--- src/rtl/cmt_pkg.sv ---
package cmt_pkg;

    // Attribute word layout for one head entry.
    localparam int unsigned FLAG_N    = 10;
    localparam int unsigned FB_EXEC   = 0;
    localparam int unsigned FB_SQSH   = 1;
    localparam int unsigned FB_NSPEC  = 2;
    localparam int unsigned FB_STCOND = 3;
    localparam int unsigned FB_MBAR   = 4;
    localparam int unsigned FB_WBAR   = 5;
    localparam int unsigned FB_QUIES  = 6;
    localparam int unsigned FB_LOAD   = 7;
    localparam int unsigned FB_STORE  = 8;
    localparam int unsigned FB_FAULT  = 9;

    // Per-slot verdict, before the position rule is applied.
    typedef enum logic [2:0] {
        ACT_HOLD     = 3'd0,
        ACT_DROP     = 3'd1,
        ACT_RETIRE   = 3'd2,
        ACT_NSPEC    = 3'd3,
        ACT_UNCACHED = 3'd4,
        ACT_TRAP     = 3'd5,
        ACT_BAD      = 3'd6
    } slot_act_e;

endpackage

--- src/rtl/cmt_slot_eval.sv ---
module cmt_slot_eval
    import cmt_pkg::*;
(
    input  logic              vld_i,
    input  logic [FLAG_N-1:0] flags_i,
    input  logic              stores_pend_i,
    output slot_act_e         act_o
);

    logic ordered;
    logic drain_wait;

    always_comb begin
        ordered    = flags_i[FB_NSPEC] | flags_i[FB_STCOND] |
                     flags_i[FB_MBAR]  | flags_i[FB_WBAR];
        drain_wait = (flags_i[FB_MBAR] | flags_i[FB_WBAR] | flags_i[FB_QUIES]) &
                     stores_pend_i;
        act_o      = ACT_HOLD;
        if (!vld_i) begin
            act_o = ACT_HOLD;
        end else if (flags_i[FB_SQSH]) begin
            act_o = ACT_DROP;
        end else if (!flags_i[FB_EXEC]) begin
            if (ordered) begin
                act_o = drain_wait ? ACT_HOLD : ACT_NSPEC;
            end else if (flags_i[FB_LOAD]) begin
                act_o = ACT_UNCACHED;
            end else begin
                act_o = ACT_BAD;
            end
        end else if (flags_i[FB_FAULT]) begin
            act_o = stores_pend_i ? ACT_HOLD : ACT_TRAP;
        end else begin
            act_o = ACT_RETIRE;
        end
    end

endmodule

--- src/rtl/cmt_field_mux.sv ---
module cmt_field_mux #(
    parameter int unsigned N    = 4,
    parameter int unsigned DW   = 16,
    parameter int unsigned IDXW = (N > 1) ? $clog2(N) : 1
) (
    input  logic [N*DW-1:0] bus_i,
    input  logic [IDXW-1:0] idx_i,
    output logic [DW-1:0]   val_o
);

    always_comb begin
        val_o = '0;
        for (int i = 0; i < N; i++) begin
            if (idx_i == IDXW'(i)) begin
                val_o = bus_i[i*DW +: DW];
            end
        end
    end

endmodule

--- src/rtl/cmt_scan.sv ---
module cmt_scan
    import cmt_pkg::*;
#(
    parameter int unsigned WIDTH = 4,
    parameter int unsigned CNTW  = $clog2(WIDTH + 1),
    parameter int unsigned IDXW  = (WIDTH > 1) ? $clog2(WIDTH) : 1
) (
    input  logic                    enable_i,
    input  logic                    stores_pend_i,
    input  logic [WIDTH-1:0]        vld_i,
    input  logic [WIDTH*FLAG_N-1:0] flags_i,
    output logic [WIDTH-1:0]        retire_o,
    output logic [WIDTH-1:0]        complete_o,
    output logic [CNTW-1:0]         count_o,
    output logic                    halt_o,
    output slot_act_e               halt_act_o,
    output logic [IDXW-1:0]         halt_idx_o,
    output logic [IDXW-1:0]         last_idx_o
);

    slot_act_e slot_act [WIDTH];

    for (genvar g = 0; g < WIDTH; g++) begin : g_slot
        cmt_slot_eval u_eval (
            .vld_i         (vld_i[g]),
            .flags_i       (flags_i[g*FLAG_N +: FLAG_N]),
            .stores_pend_i (stores_pend_i),
            .act_o         (slot_act[g])
        );
    end

    // Serial walk: ordered requests and traps need commit position zero.
    always_comb begin
        logic      live;
        slot_act_e eff;
        live       = enable_i;
        eff        = ACT_HOLD;
        retire_o   = '0;
        complete_o = '0;
        count_o    = '0;
        halt_o     = 1'b0;
        halt_act_o = ACT_HOLD;
        halt_idx_o = '0;
        last_idx_o = '0;
        for (int i = 0; i < WIDTH; i++) begin
            eff = slot_act[i];
            if ((eff == ACT_NSPEC || eff == ACT_TRAP) && count_o != '0) begin
                eff = ACT_HOLD;
            end
            if (live) begin
                case (eff)
                    ACT_RETIRE: begin
                        retire_o[i]   = 1'b1;
                        complete_o[i] = ~flags_i[i*FLAG_N + FB_STORE];
                        count_o       = count_o + CNTW'(1);
                        last_idx_o    = IDXW'(i);
                    end
                    ACT_DROP: begin
                        retire_o[i] = 1'b1;
                    end
                    ACT_HOLD: begin
                        live = 1'b0;
                    end
                    default: begin
                        live       = 1'b0;
                        halt_o     = 1'b1;
                        halt_act_o = eff;
                        halt_idx_o = IDXW'(i);
                    end
                endcase
            end
        end
    end

endmodule

--- src/rtl/rob_commit_decide.sv ---
module rob_commit_decide
    import cmt_pkg::*;
#(
    parameter int unsigned WIDTH = 4,
    parameter int unsigned SEQW  = 16,
    parameter int unsigned PCW   = 32
) (
    input  logic                           clk_i,
    input  logic                           rst_ni,
    input  logic                           stores_pend_i,
    input  logic                           trap_clear_i,
    input  logic [WIDTH-1:0]               head_vld_i,
    input  logic [WIDTH*10-1:0]            head_flags_i,
    input  logic [WIDTH*SEQW-1:0]          head_seq_i,
    input  logic [WIDTH*PCW-1:0]           head_npc_i,
    output logic [WIDTH-1:0]               retire_o,
    output logic [WIDTH-1:0]               complete_o,
    output logic [$clog2(WIDTH+1)-1:0]     count_o,
    output logic                           bw_limit_o,
    output logic                           nspec_req_o,
    output logic                           uncached_req_o,
    output logic                           trap_req_o,
    output logic                           err_o,
    output logic [SEQW-1:0]                req_seq_o,
    output logic [SEQW-1:0]                done_seq_o,
    output logic [PCW-1:0]                 pc_o,
    output logic                           trap_pend_o
);

    localparam int unsigned CNTW = $clog2(WIDTH + 1);
    localparam int unsigned IDXW = (WIDTH > 1) ? $clog2(WIDTH) : 1;

    typedef struct packed {
        logic [WIDTH-1:0] retire;
        logic [WIDTH-1:0] complete;
        logic [CNTW-1:0]  count;
        logic             bw_limit;
        logic             nspec;
        logic             uncached;
        logic             trap;
        logic             err;
        logic [SEQW-1:0]  req_seq;
        logic [SEQW-1:0]  done_seq;
        logic [PCW-1:0]   pc;
        logic             trap_pend;
    } state_t;

    state_t st_d;
    state_t st_q;

    logic [WIDTH-1:0] scan_retire;
    logic [WIDTH-1:0] scan_complete;
    logic [CNTW-1:0]  scan_count;
    logic             scan_halt;
    slot_act_e        scan_act;
    logic [IDXW-1:0]  halt_idx;
    logic [IDXW-1:0]  last_idx;
    logic [SEQW-1:0]  halt_seq;
    logic [SEQW-1:0]  last_seq;
    logic [PCW-1:0]   last_npc;

    cmt_scan #(
        .WIDTH (WIDTH),
        .CNTW  (CNTW),
        .IDXW  (IDXW)
    ) u_scan (
        .enable_i      (~st_q.trap_pend),
        .stores_pend_i (stores_pend_i),
        .vld_i         (head_vld_i),
        .flags_i       (head_flags_i),
        .retire_o      (scan_retire),
        .complete_o    (scan_complete),
        .count_o       (scan_count),
        .halt_o        (scan_halt),
        .halt_act_o    (scan_act),
        .halt_idx_o    (halt_idx),
        .last_idx_o    (last_idx)
    );

    cmt_field_mux #(.N(WIDTH), .DW(SEQW), .IDXW(IDXW)) u_halt_seq (
        .bus_i (head_seq_i),
        .idx_i (halt_idx),
        .val_o (halt_seq)
    );

    cmt_field_mux #(.N(WIDTH), .DW(SEQW), .IDXW(IDXW)) u_last_seq (
        .bus_i (head_seq_i),
        .idx_i (last_idx),
        .val_o (last_seq)
    );

    cmt_field_mux #(.N(WIDTH), .DW(PCW), .IDXW(IDXW)) u_last_npc (
        .bus_i (head_npc_i),
        .idx_i (last_idx),
        .val_o (last_npc)
    );

    always_comb begin
        st_d          = st_q;
        st_d.retire   = scan_retire;
        st_d.complete = scan_complete;
        st_d.count    = scan_count;
        st_d.bw_limit = (scan_count == CNTW'(WIDTH));
        st_d.nspec    = 1'b0;
        st_d.uncached = 1'b0;
        st_d.trap     = 1'b0;
        st_d.err      = 1'b0;
        if (scan_halt) begin
            st_d.req_seq = halt_seq;
            case (scan_act)
                ACT_NSPEC:    st_d.nspec    = 1'b1;
                ACT_UNCACHED: st_d.uncached = 1'b1;
                ACT_TRAP:     st_d.trap     = 1'b1;
                default:      st_d.err      = 1'b1;
            endcase
        end
        if (scan_count != '0) begin
            st_d.done_seq = last_seq;
            st_d.pc       = last_npc;
        end
        if (trap_clear_i) begin
            st_d.trap_pend = 1'b0;
        end
        if (st_d.trap) begin
            st_d.trap_pend = 1'b1;
        end
    end

    always_ff @(posedge clk_i or negedge rst_ni) begin
        if (!rst_ni) begin
            st_q <= '0;
        end else begin
            st_q <= st_d;
        end
    end

    assign retire_o       = st_q.retire;
    assign complete_o     = st_q.complete;
    assign count_o        = st_q.count;
    assign bw_limit_o     = st_q.bw_limit;
    assign nspec_req_o    = st_q.nspec;
    assign uncached_req_o = st_q.uncached;
    assign trap_req_o     = st_q.trap;
    assign err_o          = st_q.err;
    assign req_seq_o      = st_q.req_seq;
    assign done_seq_o     = st_q.done_seq;
    assign pc_o           = st_q.pc;
    assign trap_pend_o    = st_q.trap_pend;

endmodule

--- config.mk ---
export PLATFORM = sky130hd
export DESIGN_NAME = rob_commit_decide
export DESIGN_NICKNAME = d
export VERILOG_FILES = /design/src/rtl/cmt_pkg.sv /design/src/rtl/cmt_slot_eval.sv /design/src/rtl/cmt_field_mux.sv /design/src/rtl/cmt_scan.sv /design/src/rtl/rob_commit_decide.sv
export SDC_FILE = /design/constraint.sdc
export NUM_CORES = 1
export LEC_CHECK = 0
export CORE_AREA = 2 2 124 126
export DETAILED_ROUTE_END_ITERATION = 7
export DIE_AREA = 0 0 126 128
export DONT_BUFFER_PORTS = 1
export SLEW_MARGIN = 5
export SYNTH_ARGS = -nofsm -noshare
export SYNTH_HDL_FRONTEND = slang
export SYNTH_SLANG_ARGS = --single-unit
--- constraint.sdc ---
create_clock -name clk_i -period 3.42 [get_ports clk_i]
set_clock_uncertainty 0.05 [all_clocks]
set_input_delay 0.342 -clock clk_i [delete_from_list [all_inputs] [get_ports clk_i]]
set_output_delay 0.342 -clock clk_i [all_outputs]
set_load 0.005 [all_outputs]
Word level (Yosys, flattened, before mapping). Index checks and enable logic that the tools add are counted.

Register bits after elaboration: 81. Logic and storage cells: 199.

$add $sub $neg: 3. Equal/unequal tests: 24. Mux-type cells: 105. Bitwise logic cells: 29. Reductions and logical operators: 26.

Operators by type and width (count): $mux 16 (8); $mux 32 (4); $mux 3 (39); $mux 2 (18); $mux 1 (35); $eq 3x2->1 const B (8); $mux 20 (1); $or 1x1->1 (20); $eq 3x3->1 const B (6); $reduce_or 3->1 (5); $eq 3x1->1 const B (4); $logic_not 3->1 (4); $reduce_bool 3->1 (4); $add 3x1->3 const B (3); $eq 2x2->1 const B (4); $reduce_or 2->1 (4); $not 1->1 (5); $and 1x1->1 (4); $eq 2x1->1 const B (2); $logic_not 2->1 (2); $logic_and 1x1->1 (3); $logic_or 1x1->1 (3); $reduce_bool 2->1 (1).

Logic depth before layout (Yosys ltp). Gate-level depths: netlist of run 1.

Word-level depth: 37. Gate-level depth with buffers: 17. Depth with buffers taken out: 16.

Hierarchy. Synthesis of run 1 repeated with hierarchy kept, for this count alone.

Cell total of the unflattened synthesis: 397. Area, all modules: 5683.0 µm².

Modules (own cells, without submodules): rob_commit_decide (times used 1, cells an instance 163, area an instance 2882.8 µm², sequential area each 2026.9 µm²); cmt_field_mux (u_halt_seq ...) (times used 2, cells an instance 20, area an instance 424.2 µm², sequential area each 0.0 µm²); cmt_field_mux (u_last_npc) (times used 1, cells an instance 39, area an instance 814.5 µm², sequential area each 0.0 µm²); cmt_scan (times used 1, cells an instance 107, area an instance 767.0 µm², sequential area each 0.0 µm²); cmt_slot_eval (times used 4, cells an instance 12, area an instance 92.6 µm², sequential area each 0.0 µm²).

Worst setup path after synthesis of run 1. No wires, ideal clock.

Path type: in2reg. Start: input port head_flags_i[5]. End: register st_q, in the netlist done_seq_o[0]. Library setup time: 127 ps. Data arrival time: 3496 ps. Path slack: -254 ps. Stages: 17. Path buffers: 2. Cells stage by stage: nor4_4 -> a221o_1 -> nor2_1 -> ha_1 -> o211ai_1 -> inv_1 -> ha_1 -> o211ai_1 -> mux2i_1 -> ha_1 -> nand2_1 -> xor2_1 -> nand2_1 -> o21ai_1 -> buf_4 -> buf_6 -> mux2_1.

Word-level cells in the longest chain between the ends: 34. Elaborated cells on any way between the ends: 60. Classes of those cells: add/sub: 3; eq/ne: 10; mux: 32; bitwise: 4; reduce/logical: 11.

Ends and longest elaborated chain: start: declaration (RTL line rob_commit_decide.sv:13) `input logic [WIDTH*10-1:0] head_flags_i,`; $or 1x1->1 (2 in series) (RTL line cmt_slot_eval.sv:16) `drain_wait = (flags_i[FB_MBAR] | flags_i[FB_WBAR] | flags_i[FB_QUIES]) &`; $and 1x1->1 (RTL line cmt_slot_eval.sv:16); $mux 2 (RTL line cmt_slot_eval.sv:25) `act_o = drain_wait ? ACT_HOLD : ACT_NSPEC;`; $mux 3 (*) (RTL line cmt_slot_eval.sv:24) `if (ordered) begin`; $mux 3 (*) (RTL line cmt_slot_eval.sv:23) `end else if (!flags_i[FB_EXEC]) begin`; $mux 3 (*) (RTL line cmt_slot_eval.sv:21) `end else if (flags_i[FB_SQSH]) begin`; $mux 3 (*) (RTL line cmt_slot_eval.sv:19) `if (!vld_i) begin`; $eq 3x2->1 (RTL line cmt_scan.sv:51) `case (eff)`; (+14 left out); $reduce_bool 3->1 (RTL line cmt_scan.sv:47) `if ((eff == ACT_NSPEC || eff == ACT_TRAP) && count_o != '0) begin`; $logic_and 1x1->1 (RTL line cmt_scan.sv:47); $mux 3 (RTL line cmt_scan.sv:47); $eq 3x2->1; $mux 2 (RTL line cmt_scan.sv:51); $mux 2 (RTL line cmt_scan.sv:50) `if (live) begin`; $logic_not 2->1 (RTL line cmt_field_mux.sv:14) `if (idx_i == IDXW'(i)) begin`; $mux 16 (4 in series) (RTL line cmt_field_mux.sv:14); end signal: assignment (RTL line rob_commit_decide.sv:133) `st_q <= st_d;`; end: declaration (RTL line rob_commit_decide.sv:49) `state_t st_q;`.

Every way passes the cells marked *; elsewhere a longest branch is shown, timed or not. A chain may end at the register's enable or synchronous reset.

==> results of run 1 <==
[area by class of cell]
type / count / area [um2]
fillers: 1438 / 8560
multi-input cells: 429 / 3190
flip-flops and latches: 81 / 2030
repair buffers: 43 / 400
well taps: 188 / 235
clock buffers: 9 / 225
clock inverters: 7 / 141
inverters: 22 / 82.6
[cells by family after synthesis]
family          share of synthesized area
compound gates                      0.307
simple gates                        0.151
flops                               0.373
buf+inv                            0.0493
mux                                 0.104
fa+ha+maj                          0.0115
xor+xnor                          0.00323
[worst register-to-register path: cells and delay by family, from the launching register on]
family	cells	cell delay [ns]
multiplexers	1	0.12
buffers and inverters	2	0.19
adder cells (fa/ha/maj)	3	0.73
AO/OA/AOI/OAI	6	1.25
flip-flops	1	0.43
AND/OR/NAND/NOR	3	0.47
[power by group through the flow]
stage / clock (mW) / combinational, mW / sequential, mW
2_1_floorplan: 0 / 0.393 / 1.43
3_3_place_gp: 0 / 0.455 / 1.53
3_5_place_dp: 0 / 0.483 / 1.53
4_1_cts: 1.23 / 0.510 / 1.52
5_1_grt: 1.26 / 0.565 / 1.54
6_report: 1.20 / 0.507 / 1.51
[metal layers]
layer	part of all wire	GRT usage
met5	0	0
met4	0.020	0.0769
met3	0.082	0.0605
met2	0.51	0.380
met1	0.39	0.273
[per-stage QoR]
stage / hold WS, ns / total power, mW / setup slack (ns)
final: 0.0198 / 3.22 / 0.108
after global routing: 0.00340 / 3.37 / -0.0893
after CTS: 0.00139 / 3.26 / 0.108
after detailed placement: -0.00202 / 2.01 / -0.104
after global placement: -0.00148 / 1.98 / -0.0172
after floorplan: -0.00359 / 1.82 / -0.204
[cell usage in the layout, fill, tap and decap left out, types with 11 or more instances in the layout]
master | netlist | final
a22oi_1 | 11 | 11
inv_1 | 22 | 22
nand2_1 | 25 | 25
o21ai_0 | 38 | 37
dfrtp_1 | 81 | 81
a221oi_1 | 43 | 42
o2bb2ai_1 | 28 | 28
nor2_1 | 71 | 71
a211oi_1 | 13 | 12
mux2i_1 | 15 | 14
o221a_2 | 11 | 11
a2bb2oi_1 | 14 | 14
buf_4 | 2 | 35
nor2b_1 | 13 | 13
mux2_2 | 28 | 28
[sequential cells by signal (all words and copies together), names as in the netlist]
name / count
trap_req_o: 1
pc_o: 32
req_seq_o: 16
trap_pend_o: 1
nspec_req_o: 1
bw_limit_o: 1
complete_o: 4
done_seq_o: 16
err_o: 1
uncached_req_o: 1
retire_o: 4
count_o: 3
[worst max path at each step]
| stage | from | endpoint | slack [ns] | cells past startpoint |
|---|---|---|---|---|
| 2_1_floorplan | head_flags_i[2] | done_seq_o[0] | -0.20 | 17 |
| 3_3_place_gp | head_flags_i[2] | pc_o[23] | -0.02 | 16 |
| 3_5_place_dp | head_flags_i[2] | pc_o[13] | -0.10 | 16 |
| 4_1_cts | trap_pend_o | pc_o[13] | 0.11 | 15 |
| 5_1_grt | trap_pend_o | trap_pend_o | -0.09 | 15 |
| 6_report | trap_pend_o | trap_pend_o | 0.11 | 15 |
[repair_timing]
action / CTS / global route
endpoints found under the hold margin: 83 / 0
hold buffers: 4 / 0
setup endpoints to repair: 0 / 48
resized for setup: 0 / 5
==> impl_metrics.yaml, run 1 <==
outcome:
  status: "completed"
cts:
  clkTransAtPathRegs_ns: 0.06
  cts_tree: "yes"
  cts_buffers: 9
  root_buffer: "clkbuf_16"
  postCtsSetupBuffers: 0
  insertion_delay_ns: 0.33
  cts_sinks: 81
  htree_levels: 3
  clockBufferDepth: 2
timing:
  setup_viol: 0
  tns_ns: 0
  min_period_over_period: 0.968
  final_max_slew_viol_count: 0
  min_period_ns: 3.31
  rsz0062_at_grt: "true"
  tightest_slew_ns: 1.17
  max_freq_mhz: 302
  relSlewSlack: 0.218
  finalHoldViolCount: 0
die:
  ioPinCount: 321
  die_area_um2: 16100
  core_area_um2: 14900
  rows: 45
  die_width_um: 126
  fp.dieH_um: 128
  start_util: 0.365
finish:
  design_area_um2: 6300
  area_growth_pct: 16.1
  diodes: 0
  nets: 831
  layout-drive-gt1-share: 0.201
  final-instance-count-excl-fill: 779
  final_core_util: 0.424
detailed_routing:
  ant_nets: 0
  drc: 0
  routed-via-count: 5078
  wl_um: 19000
  via_per_inst: 6.52
  drt_pass1_iterations: 6
  wire_per_inst_um: 24.4
  drt-initial-drc-count: 366
logic_synthesis:
  synth_top_area_cell: "dfrtp_1"
  ys_warn_count: 0
  yosysMostFrequentCell: "dfrtp_1"
  yosys-top-cells-count: "dfrtp_1, nor2_1, a221oi_1"
  synth_top_area_share: 0.373
  ys_seq_area_frac: 0.373
  synthTopCellsByArea: "dfrtp_1, a221oi_1, mux2_2"
  synth_area_um2: 5430
  postSynthCellCount: 574
  ys_async_sr_fraction: 1.00
  synth-seq-cells: 81
  syn_nets: 819
  ys_types: 65
  synth-main-ff-cell: "dfrtp_1"
  synth.avg_cell_area_um2: 9.46
  synth_edf_count: 0
global_routing:
  grt_start_max_net_pins: 82
  antenna_found_initial: 0
  grt_usage: 0.223
  grt.overflow.total: 0
  grt_pass1_vias: 5057
  grt_pass1_wl_um: 28200
placement:
  dpl_cell_area_um2: 5860
  dp_hpwl_um: 14300
  io_buffers: 0
  dp.cells: 759
  place_congestion: 0.839
worst_setup_path:
  timing.rr.start: "trap_pend_o"
  reg2reg_depth: 15
  crit_arrival_ns: 3.52
  cp-start-kind: "flip-flop"
  path_buf_inv: 2
  r2r_slack_ns: 0.11
  rr_endpoint: "trap_pend_o"
  crit_fanout: 3
  worst_setup_path_end_kind: "flip-flop"
  critical-path-top-delay-family: "compound AO/OA/AOI/OAI gates"
  crit_type: "flip-flop to flip-flop"
  cp.required_ns: 3.63
  cp_slowest_cell: "dfrtp_1"
  max_stage_delay_ns: 0.43
  crit_path_cell_trace: "a221o_1, nor2_1, ha_1, o211ai_1, inv_1, ha_1, o211ai_1, mux2i_2, inv_1, ha_2, nand2_1, a2111oi_2, a221oi_2, nor4_1, o21bai_1"
pwr:
  p_int_mw: 2.33
  power_frac_seq: 0.469
  p_clk_frac: 0.374
  irDropWorstVdd_uv: 231
  swShare: 0.277
  combPwrFrac: 0.158
  p_switching_mw: 0.891
  power.density_nw_per_um2: 511
  p_leak_nw: 2.52
hold_path:
  min_from: "head_flags_i[38]"
  min_to: "complete_o[3]"
  hp-class: "primary input to flip-flop"
  whs_path_depth: 1
flow_run:
  max-cap-violations: 0
(Power assumes the default switching activity.)
==> run 2, diff against run 1 <==
==> constraint.sdc (replaced) <==
create_clock -name clk_i -period 3.42 [get_ports clk_i]
set_clock_uncertainty 0.05 [all_clocks]
set_input_delay 0.684 -clock clk_i [delete_from_list [all_inputs] [get_ports clk_i]]
set_output_delay 0.684 -clock clk_i [all_outputs]
set_load 0.005 [all_outputs]
==> run 2 against run 1 <==
Effect of this change:
- the run now ends with setup timing left
- fmax down 4.9%
- sequential power about the same
- sequential share of layout area is 0.80 points lower
- global-route usage rose by 0.46 points
- count of clock-buffer cells in the layout increased by 5
- die area unchanged
- combinational power rose by 3%
- worst setup slack worse by 0.17 ns
- power fell by 8.0%
- wire length rose by 2.8%
- first-iteration DRC count increased by 23%
- critical endpoint unchanged
- largest cell class unchanged
- highest routed layer unchanged
==> impl_metrics.yaml, run 2 (same netlist as run 1, synthesis figures left out) <==
global_routing:
  grt_pass1_wl_um: 28600
  grt_pass1_vias: 5171
  grt.overflow.total: 0
  grt_usage: 0.227
  grt_start_max_net_pins: 82
  antenna_found_initial: 0
detailed_routing:
  via_per_inst: 6.52
  ant_nets: 0
  wl_um: 19500
  wire_per_inst_um: 24.5
  routed-via-count: 5187
  drc: 0
  drt_pass1_iterations: 5
  drt-initial-drc-count: 449
pwr:
  power.density_nw_per_um2: 458
  irDropWorstVdd_uv: 351
  p_leak_nw: 2.59
cts:
  cts_sinks: 81
  root_buffer: "clkbuf_16"
  insertion_delay_ns: 0.34
  htree_levels: 3
  cts_buffers: 9
  clockBufferDepth: 2
  clkTransAtPathRegs_ns: 0.06
  cts_tree: "yes"
die:
  ioPinCount: 321
  die_width_um: 126
  rows: 45
  core_area_um2: 14900
  fp.dieH_um: 128
  die_area_um2: 16100
  start_util: 0.365
finish:
  final_core_util: 0.435
  design_area_um2: 6460
  nets: 849
  mostFrequentLayoutCells: "dfrtp_1, nor2_1, buf_4"
  diodes: 0
  largest_reg_flops: 32
  final_common_cell: "dfrtp_1"
  area_growth_pct: 19.1
  layout-drive-gt1-share: 0.238
worst_setup_path:
  crit_arrival_ns: 3.69
  crit_type: "primary input to flip-flop"
  crit_end: "trap_pend_o"
  rr_endpoint: "trap_pend_o"
  cp-start-kind: "primary input"
  worstSetupStartpoint: "head_flags_i[5]"
  path_depth: 17
  max_stage_delay_ns: 0.39
  path_buf_inv: 3
  crit_fanout: 4
  worst_setup_path_end_kind: "flip-flop"
  timing.rr.start: "trap_pend_o"
  critical-path-top-delay-family: "compound AO/OA/AOI/OAI gates"
  reg2reg_depth: 16
  r2r_slack_ns: 0.12
  cp_slowest_cell: "nor4_2"
  crit_path_cell_trace: "nor4_4, a221o_1, nor2_2, ha_1, o211ai_1, inv_1, ha_1, o211ai_1, mux2i_1, inv_1, ha_2, nand2_2, buf_4, a211oi_2, a221oi_2, nor4_2, o21bai_1"
  cp.required_ns: 3.63
placement:
  dp_slack_ns: -0.595
  place_congestion: 0.848
  dpl_cell_area_um2: 6000
  io_buffers: 0
  dp_hpwl_um: 14800
hold_path:
  hp-class: "primary input to async pin"
timing:
  rsz0062_at_grt: "true"
  worst_slack_ns: -0.0635
  hold_ws_ns: 0.197
  relSlewSlack: 0.516
  finalHoldViolCount: 0
  min_period_ns: 3.48
  tns_ns: -0.187
  final_max_slew_viol_count: 0
  min_period_over_period: 1.02
  max_freq_mhz: 287
  setup_viol: 21
  tightest_slew_ns: 0.720
outcome:
  status: "finished with violations"
  violations: "setup timing"
flow_run:
  max-cap-violations: 0
-- run 2: cell types whose count changed in the layout (fill, tap and decap cells not counted), sizes merged --
cell	before	now
clkinv	2	0
dlygate4sd3	3	0
buf	40	61
bufinv	4	0
clkbuf	9	14
-- run 2: area by class of cell --
cell class                 count  area [um2]
fill                        1440        8400
multi-input combinational    429        3270
sequential                    81        2030
timing repair buffer          61         566
clock buffer                  14         274
tap                          188         235
inverter                      22        82.6
clock inverter                 1        8.76
-- run 2: worst reg2reg max path, stage by stage (launching register included) --
cell	delay (ns)
dfrtp_1	0.42
a221o_1	0.31
nor2_2	0.09
ha_1	0.24
o211ai_1	0.13
inv_1	0.07
ha_1	0.29
o211ai_1	0.08
mux2i_1	0.14
inv_1	0.13
ha_2	0.20
nand2_2	0.08
buf_4	0.15
a211oi_2	0.16
a221oi_2	0.12
nor4_2	0.39
o21bai_1	0.18
-- run 2: stage by stage --
stage | power (mW) | std cells
2_1_floorplan | 1.82 | 574
3_3_place_gp | 1.99 | 773
3_5_place_dp | 2.02 | 773
4_1_cts | 2.98 | 791
5_1_grt | 3.11 | 796
6_report | 2.96 | 796
-- run 2: how the worst min path moves through the flow --
stage                       from             to  slack, ns  depth (start not counted)
final                     rst_ni   req_seq_o[0]       0.20                          1
after detailed placement  rst_ni  req_seq_o[10]       0.34                          0
after global routing      rst_ni  req_seq_o[15]       0.21                          1
after floorplan           rst_ni     bw_limit_o       0.34                          0
after CTS                 rst_ni  req_seq_o[10]       0.21                          1
after global placement    rst_ni  req_seq_o[15]       0.34                          0
-- run 2: repair_timing --
item / 4_1_cts / 5_1_grt
setup endpoints to repair: 43 / 69
endpoints found under the hold margin: 81 / 0
setup buffers: 2 / 5
gates resized for setup: 8 / 11
hold buffers: 1 / 0
pin swaps: 10 / 9
-- run 2: per-layer routing --
metal	vias to the layer above	global-route usage	routed length [um]
met3	48	0.0701	1850
met4	0	0.0789	498
met1	2530	0.265	7180
met5	-	0	0
met2	323	0.397	10000
li1	2286	-	-
-- run 2: power by group --
group,internal [mW],leakage (nW),switching [mW]
registers,1.25,0.992,0.264
clock network,0.551,0.139,0.377
logic,0.303,1.46,0.220
